## config.mk

```make
export PLATFORM = sky130hd
export DESIGN_NAME = tdcd_sequencer
export DESIGN_NICKNAME = d
export VERILOG_FILES = /design/src/rtl/tdcd_pkg.sv /design/src/rtl/tdcd_onehot.sv /design/src/rtl/tdcd_code_bank.sv /design/src/rtl/tdcd_ctrl.sv /design/src/rtl/tdcd_sequencer.sv
export SDC_FILE = /design/constraint.sdc
export NUM_CORES = 1
export LEC_CHECK = 0
export ABC_AREA = 1
export BUFFER_PORTS_ARGS = -buffer_cell sky130_fd_sc_hd__buf_4
export CELL_PAD_IN_SITES_DETAIL_PLACEMENT = 0
export CELL_PAD_IN_SITES_GLOBAL_PLACEMENT = 2
export CORE_MARGIN = 2
export CORE_UTILIZATION = 33
export CTS_BUF_LIST = sky130_fd_sc_hd__clkbuf_8 sky130_fd_sc_hd__clkbuf_16
export DETAILED_ROUTE_END_ITERATION = 10
export GPL_ROUTABILITY_DRIVEN = 1
export HOLD_SLACK_MARGIN = 0.03
export PLACE_DENSITY_LB_ADDON = 0.1
export RECOVER_POWER = 25
export SYNTH_ARGS = -nofsm -noshare
export SYNTH_HDL_FRONTEND = slang
export SYNTH_HIERARCHICAL = 1
export SYNTH_SLANG_ARGS = --single-unit
```

## constraint.sdc

```tcl
create_clock -name clk -period 15.3 [get_ports clk]
set_clock_uncertainty 0.1 [all_clocks]
set_input_delay 1.53 -clock clk [delete_from_list [all_inputs] [get_ports clk]]
set_output_delay 1.53 -clock clk [all_outputs]
set_load 0.02 [all_outputs]
```

## src/rtl/tdcd_pkg.sv

```systemverilog
package tdcd_pkg;
    typedef enum logic [2:0] {
        ST_IDLE,
        ST_ARM,
        ST_SAMP,
        ST_DRV,
        ST_DONE
    } seq_st_e;
endpackage

```

## src/rtl/tdcd_onehot.sv

```systemverilog
module tdcd_onehot #(
    parameter int IN_W  = 4,
    parameter int OUT_W = 1 << IN_W
) (
    input  logic             en,
    input  logic [IN_W-1:0]  val,
    output logic [OUT_W-1:0] oh
);
    for (genvar i = 0; i < OUT_W; i++) begin : g_bit
        assign oh[i] = en && (val == IN_W'(i));
    end
endmodule

```

## src/rtl/tdcd_code_bank.sv

```systemverilog
module tdcd_code_bank #(
    parameter int N_CH   = 24,
    parameter int CODE_W = 10,
    localparam int CH_W  = $clog2(N_CH)
) (
    input  logic                     clk,
    input  logic                     rst_n,
    input  logic                     capture,
    input  logic [N_CH*CODE_W-1:0]   codes_in,
    input  logic [CH_W-1:0]          rd_ch,
    output logic [CODE_W-1:0]        rd_code
);
    logic [CODE_W-1:0] code_d [N_CH];
    logic [CODE_W-1:0] code_q [N_CH];

    always_comb begin
        for (int i = 0; i < N_CH; i++) begin
            code_d[i] = capture ? codes_in[i*CODE_W +: CODE_W] : code_q[i];
        end
    end

    always_ff @(posedge clk) begin
        for (int i = 0; i < N_CH; i++) begin
            if (!rst_n) code_q[i] <= '0;
            else        code_q[i] <= code_d[i];
        end
    end

    assign rd_code = code_q[rd_ch];
endmodule

```

## src/rtl/tdcd_ctrl.sv

```systemverilog
module tdcd_ctrl
    import tdcd_pkg::*;
#(
    parameter int HALF  = 12,
    parameter int CNT_W = 12,
    localparam int IDX_W = $clog2(HALF)
) (
    input  logic             clk,
    input  logic             rst_n,
    input  logic             line_start,
    input  logic [CNT_W-1:0] slot_len,
    input  logic [CNT_W-1:0] drive_len,
    output logic             samp_act,
    output logic             drv_act,
    output logic             grp,
    output logic [IDX_W-1:0] idx,
    output logic             done
);
    typedef struct packed {
        seq_st_e          st;
        logic             grp;
        logic [IDX_W-1:0] idx;
        logic [CNT_W-1:0] cnt;
        logic [CNT_W-1:0] slot_l;
        logic [CNT_W-1:0] drv_l;
    } ctrl_t;

    ctrl_t s_d, s_q;
    logic [CNT_W-1:0] slot_eff, drv_eff;

    assign slot_eff = (s_q.slot_l == '0) ? CNT_W'(1) : s_q.slot_l;
    assign drv_eff  = (s_q.drv_l  == '0) ? CNT_W'(1) : s_q.drv_l;

    always_comb begin
        s_d = s_q;
        unique case (s_q.st)
            ST_ARM: begin
                s_d.st  = ST_SAMP;
                s_d.grp = 1'b0;
                s_d.idx = '0;
                s_d.cnt = '0;
            end
            ST_SAMP: begin
                if (s_q.cnt == slot_eff) begin
                    s_d.cnt = '0;
                    if (s_q.idx == IDX_W'(HALF-1)) begin
                        s_d.st  = ST_DRV;
                        s_d.idx = '0;
                    end else begin
                        s_d.idx = s_q.idx + 1'b1;
                    end
                end else begin
                    s_d.cnt = s_q.cnt + 1'b1;
                end
            end
            ST_DRV: begin
                if (s_q.cnt == drv_eff) begin
                    s_d.cnt = '0;
                    if (!s_q.grp) begin
                        s_d.grp = 1'b1;
                        s_d.st  = ST_SAMP;
                    end else begin
                        s_d.st  = ST_DONE;
                    end
                end else begin
                    s_d.cnt = s_q.cnt + 1'b1;
                end
            end
            default: ;
        endcase
        if (line_start) begin
            s_d.st     = ST_ARM;
            s_d.grp    = 1'b0;
            s_d.idx    = '0;
            s_d.cnt    = '0;
            s_d.slot_l = slot_len;
            s_d.drv_l  = drive_len;
        end
    end

    always_ff @(posedge clk) begin
        if (!rst_n) begin
            s_q <= '{st: ST_IDLE, grp: 1'b0, idx: '0, cnt: '0, slot_l: '0, drv_l: '0};
        end else begin
            s_q <= s_d;
        end
    end

    assign samp_act = (s_q.st == ST_SAMP) && (s_q.cnt != slot_eff);
    assign drv_act  = (s_q.st == ST_DRV)  && (s_q.cnt != drv_eff);
    assign grp      = s_q.grp;
    assign idx      = s_q.idx;
    assign done     = (s_q.st == ST_DONE);

    // the holder index stays inside the half-group
    p_idx_range_r3: assert property (@(posedge clk) disable iff (!rst_n)
        s_q.idx < IDX_W'(HALF));
endmodule

```

## src/rtl/tdcd_sequencer.sv

```systemverilog
module tdcd_sequencer #(
    parameter int N_CH   = 24,
    parameter int CODE_W = 10,
    parameter int FINE_W = 4,
    parameter int CNT_W  = 12,
    localparam int HALF     = N_CH / 2,
    localparam int COARSE_W = CODE_W - FINE_W,
    localparam int CH_W     = $clog2(N_CH),
    localparam int IDX_W    = $clog2(HALF)
) (
    input  logic                        clk,
    input  logic                        rst_n,
    input  logic                        line_start,
    input  logic [N_CH*CODE_W-1:0]      pix_codes,
    input  logic [CNT_W-1:0]            slot_len,
    input  logic [CNT_W-1:0]            drive_len,
    output logic [(1<<COARSE_W)-1:0]    coarse_sel,
    output logic [(1<<FINE_W)-1:0]      fine_sel,
    output logic [HALF-1:0]             samp_en,
    output logic [HALF-1:0]             drv_lo_en,
    output logic [HALF-1:0]             drv_hi_en,
    output logic                        line_done
);
    logic             samp_act, drv_act, grp;
    logic [IDX_W-1:0] idx;
    logic [CH_W-1:0]  ch;
    logic [CODE_W-1:0] code;

    tdcd_ctrl #(.HALF(HALF), .CNT_W(CNT_W)) u_ctrl (
        .clk(clk), .rst_n(rst_n), .line_start(line_start),
        .slot_len(slot_len), .drive_len(drive_len),
        .samp_act(samp_act), .drv_act(drv_act), .grp(grp), .idx(idx),
        .done(line_done)
    );

    assign ch = CH_W'(idx) + (grp ? CH_W'(HALF) : CH_W'(0));

    tdcd_code_bank #(.N_CH(N_CH), .CODE_W(CODE_W)) u_bank (
        .clk(clk), .rst_n(rst_n), .capture(line_start),
        .codes_in(pix_codes), .rd_ch(ch), .rd_code(code)
    );

    tdcd_onehot #(.IN_W(COARSE_W)) u_coarse (
        .en(samp_act), .val(code[CODE_W-1:FINE_W]), .oh(coarse_sel)
    );

    tdcd_onehot #(.IN_W(FINE_W)) u_fine (
        .en(samp_act), .val(code[FINE_W-1:0]), .oh(fine_sel)
    );

    tdcd_onehot #(.IN_W(IDX_W), .OUT_W(HALF)) u_holder (
        .en(samp_act), .val(idx), .oh(samp_en)
    );

    assign drv_lo_en = {HALF{drv_act && !grp}};
    assign drv_hi_en = {HALF{drv_act &&  grp}};


    p_samp_onehot_r3: assert property (@(posedge clk) disable iff (!rst_n)
        $onehot0(samp_en));

    p_sel_onehot_r4: assert property (@(posedge clk) disable iff (!rst_n)
        (|samp_en) |-> ($countones(coarse_sel) == 1 && $countones(fine_sel) == 1));

    p_sel_quiet_r5: assert property (@(posedge clk) disable iff (!rst_n)
        !(|samp_en) |-> (coarse_sel == '0 && fine_sel == '0));

    p_no_overlap_r7: assert property (@(posedge clk) disable iff (!rst_n)
        !((|samp_en) && (|(drv_lo_en | drv_hi_en))));
    p_pair_excl_r7: assert property (@(posedge clk) disable iff (!rst_n)
        !((|drv_lo_en) && (|drv_hi_en)));
    p_dead_s2d_r7: assert property (@(posedge clk) disable iff (!rst_n)
        (|samp_en) |=> !(|(drv_lo_en | drv_hi_en)));
    p_dead_d2s_r7: assert property (@(posedge clk) disable iff (!rst_n)
        (|(drv_lo_en | drv_hi_en)) |=> !(|samp_en));

    p_done_quiet_r8: assert property (@(posedge clk) disable iff (!rst_n)
        line_done |-> (samp_en == '0 && drv_lo_en == '0 && drv_hi_en == '0));

    p_abort_r9: assert property (@(posedge clk) disable iff (!rst_n)
        line_start |=> (samp_en == '0 && drv_lo_en == '0 && drv_hi_en == '0 && !line_done));
endmodule

```

==> impl_metrics.toml, run 1 <==
[floorplan]
io_pins = 384
die_y_um = 219
fp.dieArea_sq_um = 48200
core_sq_um = 45600
initial_core_util_pct = 33.6
rows = 78
die_w_um = 219

[logic_synthesis]
synth_top_cell_by_area = "edfxtp_1"
yosys_warnings = 6
synth_top_area_share_pct = 47.0
yosys_register_bits = 284
yosysSeqAreaShare_pct = 52.8
syn-cell-area_sq_um = 15300
syn_area_per_cell_sq_um = 7.83
syn_inst = 1956
synthesis.nets = 2227
synth_cell_types = 37
ys_top_cells_by_area = "edfxtp_1, nor2_1, inv_1, nand2_1, dfxtp_1"

[timing]
grt_setup_unrepaired = "no"
slew_viol_final = 127
hold_viol = 0
fmax_mhz = 174
tightestPinTransition_ns = 2.59
setup_tns_ns = 0
min_period_ns = 5.75
setup_viol = 0
fin_crit_sh_pct = 37.6
whs_ns = 0.396
relSlewSlack_pct = -73.2

[finish]
layout.nets = 2540
multi_input_area_sq_um = 4870
layout-drive-gt1-share_pct = 20.5
syn_to_final_growth_pct = 26.3
regArea_sq_um = 8100
fillCellCount = 4721
fin_util_pct = 42.4

[global_routing]
grt_max_degree = 196
antenna_found_initial = 3
grt_pass1_wl_um = 72700
grt_usage_pct = 19.9
overflow = 0
grt_pass1_vias = 12800

[min_path]
hp-class = "reg -> reg"
min_from = "u_ctrl/s_q[19]"

[routing]
first_pass_iters = 5
wl_met2_um = 23100
via_per_inst = 4.52
wl_met1_um = 20800
route.top_layer_used = "met5"
ant_nets = 0
drc = 0
vias = 13100
drtIter0Drc = 750
met3_length_um = 3500
wl_um = 48400
wl_per_cell_um = 16.7

[worst_setup_path]
critical_path.most_common_cell = "nand2_1"
crit_path_end = "coarse_sel[21]"
worstPathMaxFanout = 78
cp_slowest_stage_delay_ns = 0.76
rr_worst_depth = 9
slowest_stage = "buf_4"
crit_chain = "inv_4 -> buf_4 -> nand2_1 -> nand2_1 -> nand2_1 -> nand3_1 -> nand3_1 -> nand2_1 -> nand2_1 -> nand2_1 -> inv_1 -> nor2_1 -> nand2_1 -> nor2_1 -> buf_4"
path_depth = 15
crit_family = "simple AND/OR/NAND/NOR gates"
worstSetupPathType = "reg -> out"
cp.required_ns = 13.67
timing.rr.start = "u_ctrl/idx[1]"
r2r_setup_slack_ns = 13.01
cp-start-kind = "flip-flop"
r2r_end = "u_ctrl/s_q[41]"
arrival_ns = 4.12
end_kind = "output pin"
cp-startpoint = "u_ctrl/idx[0]"
critPathBufInv = 4

[cts]
numCtsBuffers = 35
post_cts_buffers = 0
cts_tree = "yes"
clockRootBuffer = "clkbuf_16"
postCtsHoldBufs = 0
clk_latency_ns = 0.54
path_clk_slew_ns = 0.06
h-tree-depth = 2
cts_resized = 0
clk_path_buf_depth = 3
clock_sinks = 284

[pwr]
powerDensity_nw_per_um2 = 99.0
p_leak_uw = 0.00955
irDropWorstVdd_mv = 0.0681

[placement]
globalplace.congestion = 0.854
hpwl_um = 34200
portBuffers = 383

[outcome]
status = "complete, but fails checks"
violations = "capacitance limit, slew limit"

[job]
maxCapViolations = 2
## power by group
group          leakage (uW)  internal [uW]  switching [uW]  total [uW]
Clock              0.000567            459             324         783
Sequential          0.00294            902            18.8         921
Combinational       0.00604           87.3             124         211
Total               0.00955           1450             467        1920
## metrics by stage
step / setup WS, ns / total power (uW) / area (sq um) / instances
2_1_floorplan: 7.94 / 1060 / 15300 / 1956
3_3_place_gp: 10.10 / 1150 / 18300 / 2832
3_5_place_dp: 10.06 / 1150 / 18300 / 2832
4_1_cts: 9.46 / 1950 / 19400 / 2894
5_1_grt: 9.12 / 2010 / 19300 / 2895
6_report: 9.55 / 1920 / 19300 / 2895
## layout by cell type, fill, tap and decap left out, types with 10 or more instances in the layout
cell	count
a21oi_1	30
buf_4	388
clkbuf_16	36
clkinv_1	10
dfxtp_1	42
edfxtp_1	240
inv_1	423
inv_2	12
nand2_1	342
nand3_1	159
nor2_1	453
o211ai_1	20
o21ai_0	64
o21ai_1	11
## routing by layer
| metal | vias up | global-route usage [%] |
|---|---|---|
| met3 | 55 | 4.69 |
| li1 | 6585 | - |
| met1 | 6029 | 25.4 |
| met4 | 4 | 5.38 |
| met5 | - | 0 |
| met2 | 411 | 33.8 |
## logic make-up (layout without fill, tap and decap cells)
group / after synthesis / after routing / share of synthesized area, %
AOI/OAI and AO/OA: 127 / 127 / 4.51
adders and majority gates: 4 / 4 / 0.376
DFF: 284 / 284 / 52.8
and+or+nand+nor: 988 / 988 / 26.4
xor gates and xnor gates: 9 / 9 / 0.515
other: 0 / 1 / 0
buffers and inverters: 544 / 882 / 15.4
## worst reg2reg max path, delay by kind of cell, from the launching register on
kind                     cells  cell delay, ns
buffers and inverters        2            0.71
AND/OR/NAND/NOR              5            0.49
flip-flops                   1            0.34
adder cells (fa/ha/maj)      1            0.33
AO/OA/AOI/OAI                1            0.23
## cells in the mapped netlist, drive strengths merged
master  number
a21oi       30
buf         82
clkbuf      33
clkinv       3
dfxtp       44
edfxtp     240
fa           1
ha           3
inv        426
nand2      346
nand3      166
nand3b       2
nand4        4
nor2       459
nor3         5
nor3b        3
nor4         1
o211ai      20
o21ai       76
o22ai        1
or2          2
xnor2        4
xor2         5
## sequential cells by signal (all words and copies together), names as in the netlist
| name | cells |
|---|---|
| u_bank/code_q | 240 |
| u_ctrl/s_q | 39 |
| u_ctrl/idx | 4 |
| u_ctrl/grp | 1 |
## area by class of cell
cell class / instances / area share (%)
Antenna cell: 1 / 0.0129
Clock buffer: 36 / 4.66
Clock inverter: 26 / 0.899
Inverter: 429 / 8.34
Multi-Input combinational cell: 1128 / 25.2
Sequential cell: 284 / 41.8
Tap cell: 600 / 3.88
Timing Repair Buffer: 391 / 15.2
## worst min path at each step
stage / cells after the start / endpoint
floorplan: 2 / u_ctrl/idx[3]
global placement: 2 / u_ctrl/s_q[29]
detailed placement: 2 / u_ctrl/s_q[9]
CTS: 2 / u_ctrl/s_q[9]
global route: 2 / u_ctrl/s_q[19]
finish: 2 / u_ctrl/s_q[19]
Power figures use the tool's default switching activity.
==> inputs of run 2 (changes only) <==
Settings changed: CORE_UTILIZATION 33 to 30.
Clock period 15.3 ns to 5.9 ns, I/O delays scaled along.
==> impl_metrics.toml, run 2 (synthesized netlist as in run 1, its figures left out) <==
[outcome]
status = "complete, but fails checks"
violations = "capacitance limit, slew limit"

[finish]
multi_input_area_sq_um = 4880
top_register = "u_bank/code_q"
largest_reg_flops = 240
final_cell_mix = "nor2_1, inv_1, buf_4"
regArea_sq_um = 8100
syn_to_final_growth_pct = 27.8
layout.nets = 2545
layout_commonest_cell = "nor2_1"
layout-drive-gt1-share_pct = 21.1
fillCellCount = 5382

[routing]
vias = 13100
via_per_inst = 4.41
drtIter0Drc = 731
wl_um = 49800
wl_per_cell_um = 16.7
ant_nets = 0
drc = 0
first_pass_iters = 5

[worst_setup_path]
worstSetupPathType = "reg -> out"
arrival_ns = 3.85
r2r_setup_slack_ns = 3.49
end_kind = "output pin"
r2r_end = "u_ctrl/s_q[41]"
rr_worst_depth = 9
cp-start-kind = "flip-flop"
timing.rr.start = "u_ctrl/idx[0]"
worstPathMaxFanout = 16
cp.required_ns = 5.21

[timing]
hold_viol = 0
fin_crit_sh_pct = 76.9
fmax_mhz = 220
setup_viol = 0
min_period_ns = 4.54
setup_tns_ns = 0
whs_ns = 0.180
slew_viol_final = 214
worst_slack_ns = 1.36
relSlewSlack_pct = -116
grt_setup_unrepaired = "no"
tightestPinTransition_ns = 3.24

[pwr]
pwr-share-seq_pct = 46.7
power_switching_uw = 1260
clockPowerShare_pct = 42.4
powerDensity_nw_per_um2 = 262
internal-power_uw = 3860
irDropWorstVdd_mv = 0.164
p_leak_uw = 0.00960
combinationalPowerShare_pct = 11.0
swShare_pct = 24.5

[global_routing]
antenna_found_initial = 3
grt_max_degree = 137
grt_usage_pct = 18.7
grt_pass1_vias = 13300
overflow = 0
grt_pass1_wl_um = 76000

[cts]
postCtsHoldBufs = 0
numCtsBuffers = 36
cts_tree = "yes"
clock_sinks = 284
path_clk_slew_ns = 0.05
cts_resized = 0
h-tree-depth = 2
clockRootBuffer = "clkbuf_16"
clk_latency_ns = 0.53
post_cts_buffers = 0
clk_path_buf_depth = 3

[job]
maxCapViolations = 2

[floorplan]
initial_core_util_pct = 30.5
rows = 82
die_y_um = 230
core_sq_um = 50300
die_w_um = 230
io_pins = 384
fp.dieArea_sq_um = 52900

[min_path]
min_path_cells = 3
min_from = "drive_len[1]"
hp-class = "in -> reg"
hold_end = "u_ctrl/s_q[1]"

[placement]
hpwl_um = 36000
dp_slack_ns = 1.84
globalplace.congestion = 0.880
portBuffers = 383
[run 2: cell count changes in the layout (fill, tap and decap cells not counted), moves of 2 or more]
cell / change
clkinv_1: -3
inv_1: -4
clkbuf_8: +2
buf_4: +2
clkinvlp_4: +4
buf_12: +2
[run 2: per-layer routing]
metal | part of all wire [%] | global-route usage, %
met4 | 2.0 | 4.96
met1 | 45 | 24.4
met5 | 0.026 | 0
met2 | 48 | 31.9
met3 | 4.9 | 3.34
[run 2: worst max-delay path by stage]
stage	slack, ns	startpoint	endpoint
final	1.36	u_ctrl/grp	coarse_sel[11]
after global placement	1.87	u_ctrl/grp	coarse_sel[11]
after CTS	1.30	u_ctrl/grp	coarse_sel[11]
after floorplan	1.84	line_start	u_bank/code_q[0][0]
after detailed placement	1.84	u_ctrl/grp	coarse_sel[11]
after global routing	1.11	u_ctrl/grp	coarse_sel[52]
[run 2: stage by stage]
step	cell area, sq um	util (%)	total power [uW]	instances
floorplan	15300	-	2730	1956
global placement	18400	36.7	3000	2908
detailed placement	18400	36.7	3000	2908
CTS	19600	39.0	5200	2972
global route	19600	38.9	5360	2972
finish	19600	39.0	5120	2974
[run 2: power groups by stage]
stage               combinational, uW  clock [uW]  sequential [uW]
finish                            561        2170             2390
global route                      639        2320             2410
CTS                               573        2240             2390
detailed placement                570           0             2430
global placement                  570           0             2430
floorplan                         310           0             2420
[run 2: layout make-up]
class                      count  share of cell area (%)
inverter                     429                    8.24
clock buffer                  39                    4.87
timing repair buffer         395                    15.3
multi-input combinational   1128                    24.9
antenna                        2                  0.0256
tap                          672                    4.29
clock inverter                25                    1.05
sequential                   284                    41.3
[run 2: critical path, cell delays in order, from the launching register on]
cell	delay (ns)
dfxtp_1	0.38
ha_2	0.22
fa_1	0.80
clkinv_1	0.42
nand3_1	0.21
nand2_1	0.06
nand2_1	0.06
nand2_1	0.17
inv_1	0.15
nand3_2	0.31
nor2_1	0.35
buf_4	0.20
==> inputs of run 3 (changes only) <==
Settings changed: CORE_UTILIZATION 30 to 28.
Clock period 5.9 ns to 3.6 ns, I/O delays scaled along.
==> impl_metrics.toml, run 3 (synthesized netlist as in run 1, its figures left out) <==
[timing]
hold_viol = 0
tightestPinTransition_ns = 2.48
worst_slack_ns = 0.117
fin_crit_sh_pct = 96.7
setup_viol = 0
min_period_ns = 3.48
slew_viol_final = 148
fmax_mhz = 287
grt_setup_unrepaired = "yes"
relSlewSlack_pct = -65.5

[outcome]
status = "complete, but fails checks"
violations = "capacitance limit, slew limit"

[pwr]
irDropWorstVdd_mv = 0.254
p_leak_uw = 0.0105
powerDensity_nw_per_um2 = 382
total_power_uw = 8360

[global_routing]
overflow = 0
grt_use_met1_pct = 23.5
grt_pass1_vias = 13800
busiest_layer = "met2"
grt_usage_pct = 18.5
met2_usage_pct = 32.8
grt_pass1_wl_um = 79800
met3_usage_pct = 2.92
antenna_found_initial = 4
grt_max_degree = 81

[cts]
cts_tree = "yes"
clock_sinks = 284
path_clk_slew_ns = 0.06
clockRootBuffer = "clkbuf_16"
clk_latency_ns = 0.54
numCtsBuffers = 36
h-tree-depth = 2
clk_path_buf_depth = 3

[worst_setup_path]
rr_worst_depth = 12
cp-start-kind = "flip-flop"
arrival_ns = 3.02
worstSetupPathType = "reg -> out"
r2r_setup_slack_ns = 1.43
worstPathMaxFanout = 8
end_kind = "output pin"
cp.required_ns = 3.14

[job]
maxCapViolations = 2

[routing]
via_per_inst = 4.34
first_pass_iters = 5
drc = 0
wl_um = 53500
wl_per_cell_um = 16.7
drtIter0Drc = 691
vias = 13900
ant_nets = 0

[placement]
hpwl_um = 37900
placed_cells = 2947
portBuffers = 383
place_area_sq_um = 18700
dp_slack_ns = -0.00584
globalplace.congestion = 0.859

[floorplan]
rows = 85
die_w_um = 238
fp.dieArea_sq_um = 56600
io_pins = 384
die_y_um = 238
core_sq_um = 53900
initial_core_util_pct = 28.4

[finish]
fillCellCount = 5699
fin_area_sq_um = 21900
layout.nets = 2748
largest_reg_flops = 240
final_cells = 3204
syn_to_final_growth_pct = 42.9
final_cell_mix = "nor2_1, inv_1, buf_4"
fin_util_pct = 40.6
top_register = "u_bank/code_q"
layout_commonest_cell = "nor2_1"
layout-drive-gt1-share_pct = 22.0

[min_path]
hp-class = "in -> reg"
min_path_cells = 3
run 3: worst max-delay path, stage by stage, from the launching register on:
cell and delay [ns]:
dfxtp_1 0.33, ha_1 0.23, fa_2 0.60, buf_2 0.20, nand3_2 0.17, nand2_1 0.10, nand2_1 0.08, nand2_4 0.17
nand3_2 0.26, nor2_1 0.18, buf_4 0.16
run 3: power by group:
group          switching, uW  internal (uW)  total, uW  leakage [uW]
logic                    619            530       1150       0.00700
clock network           1390           1920       3300      0.000565
registers               78.0           3830       3910       0.00294
run 3: what timing repair did:
action                                  CTS  global route
gates cloned                              2             3
buffers inserted                          8             0
pin swaps                                 2             2
gates resized for setup                  27            48
hold endpoints to repair                175             0
hold buffers                            175             0
endpoints found under the setup margin   80            67
run 3: worst paths after layout:
kind                               to      startpoint
setup / recovery       coarse_sel[60]      u_ctrl/grp
hold / removal    u_bank/code_q[9][8]   pix_codes[98]
setup reg to reg           u_ctrl/grp  u_ctrl/s_q[35]
hold reg to reg        u_ctrl/s_q[16]  u_ctrl/s_q[16]
run 3: layout make-up:
class	instances	area [sq um]	share of cell area [%]
Timing Repair Buffer	594	5070	23.2
Antenna cell	6	15.0	0.0686
Inverter	429	1640	7.48
Sequential cell	284	8100	37.0
Multi-Input combinational cell	1132	5150	23.5
Clock buffer	37	926	4.23
Tap cell	696	871	3.98
Clock inverter	26	131	0.600
run 3: stage by stage:
step | hold slack (ns) | setup TNS [ns]
after floorplan | 0.357 | 0
after global placement | 0.380 | 0
after detailed placement | 0.385 | -0.0101
after CTS | 0.0304 | 0
after global routing | 0.0310 | -0.172
final | 0.0539 | 0
run 3: per-layer routing:
metal	up-vias	wire length (um)
li1	7026	-
met1	6469	23200
met2	342	26500
met3	64	2580
met4	2	1170
met5	-	13
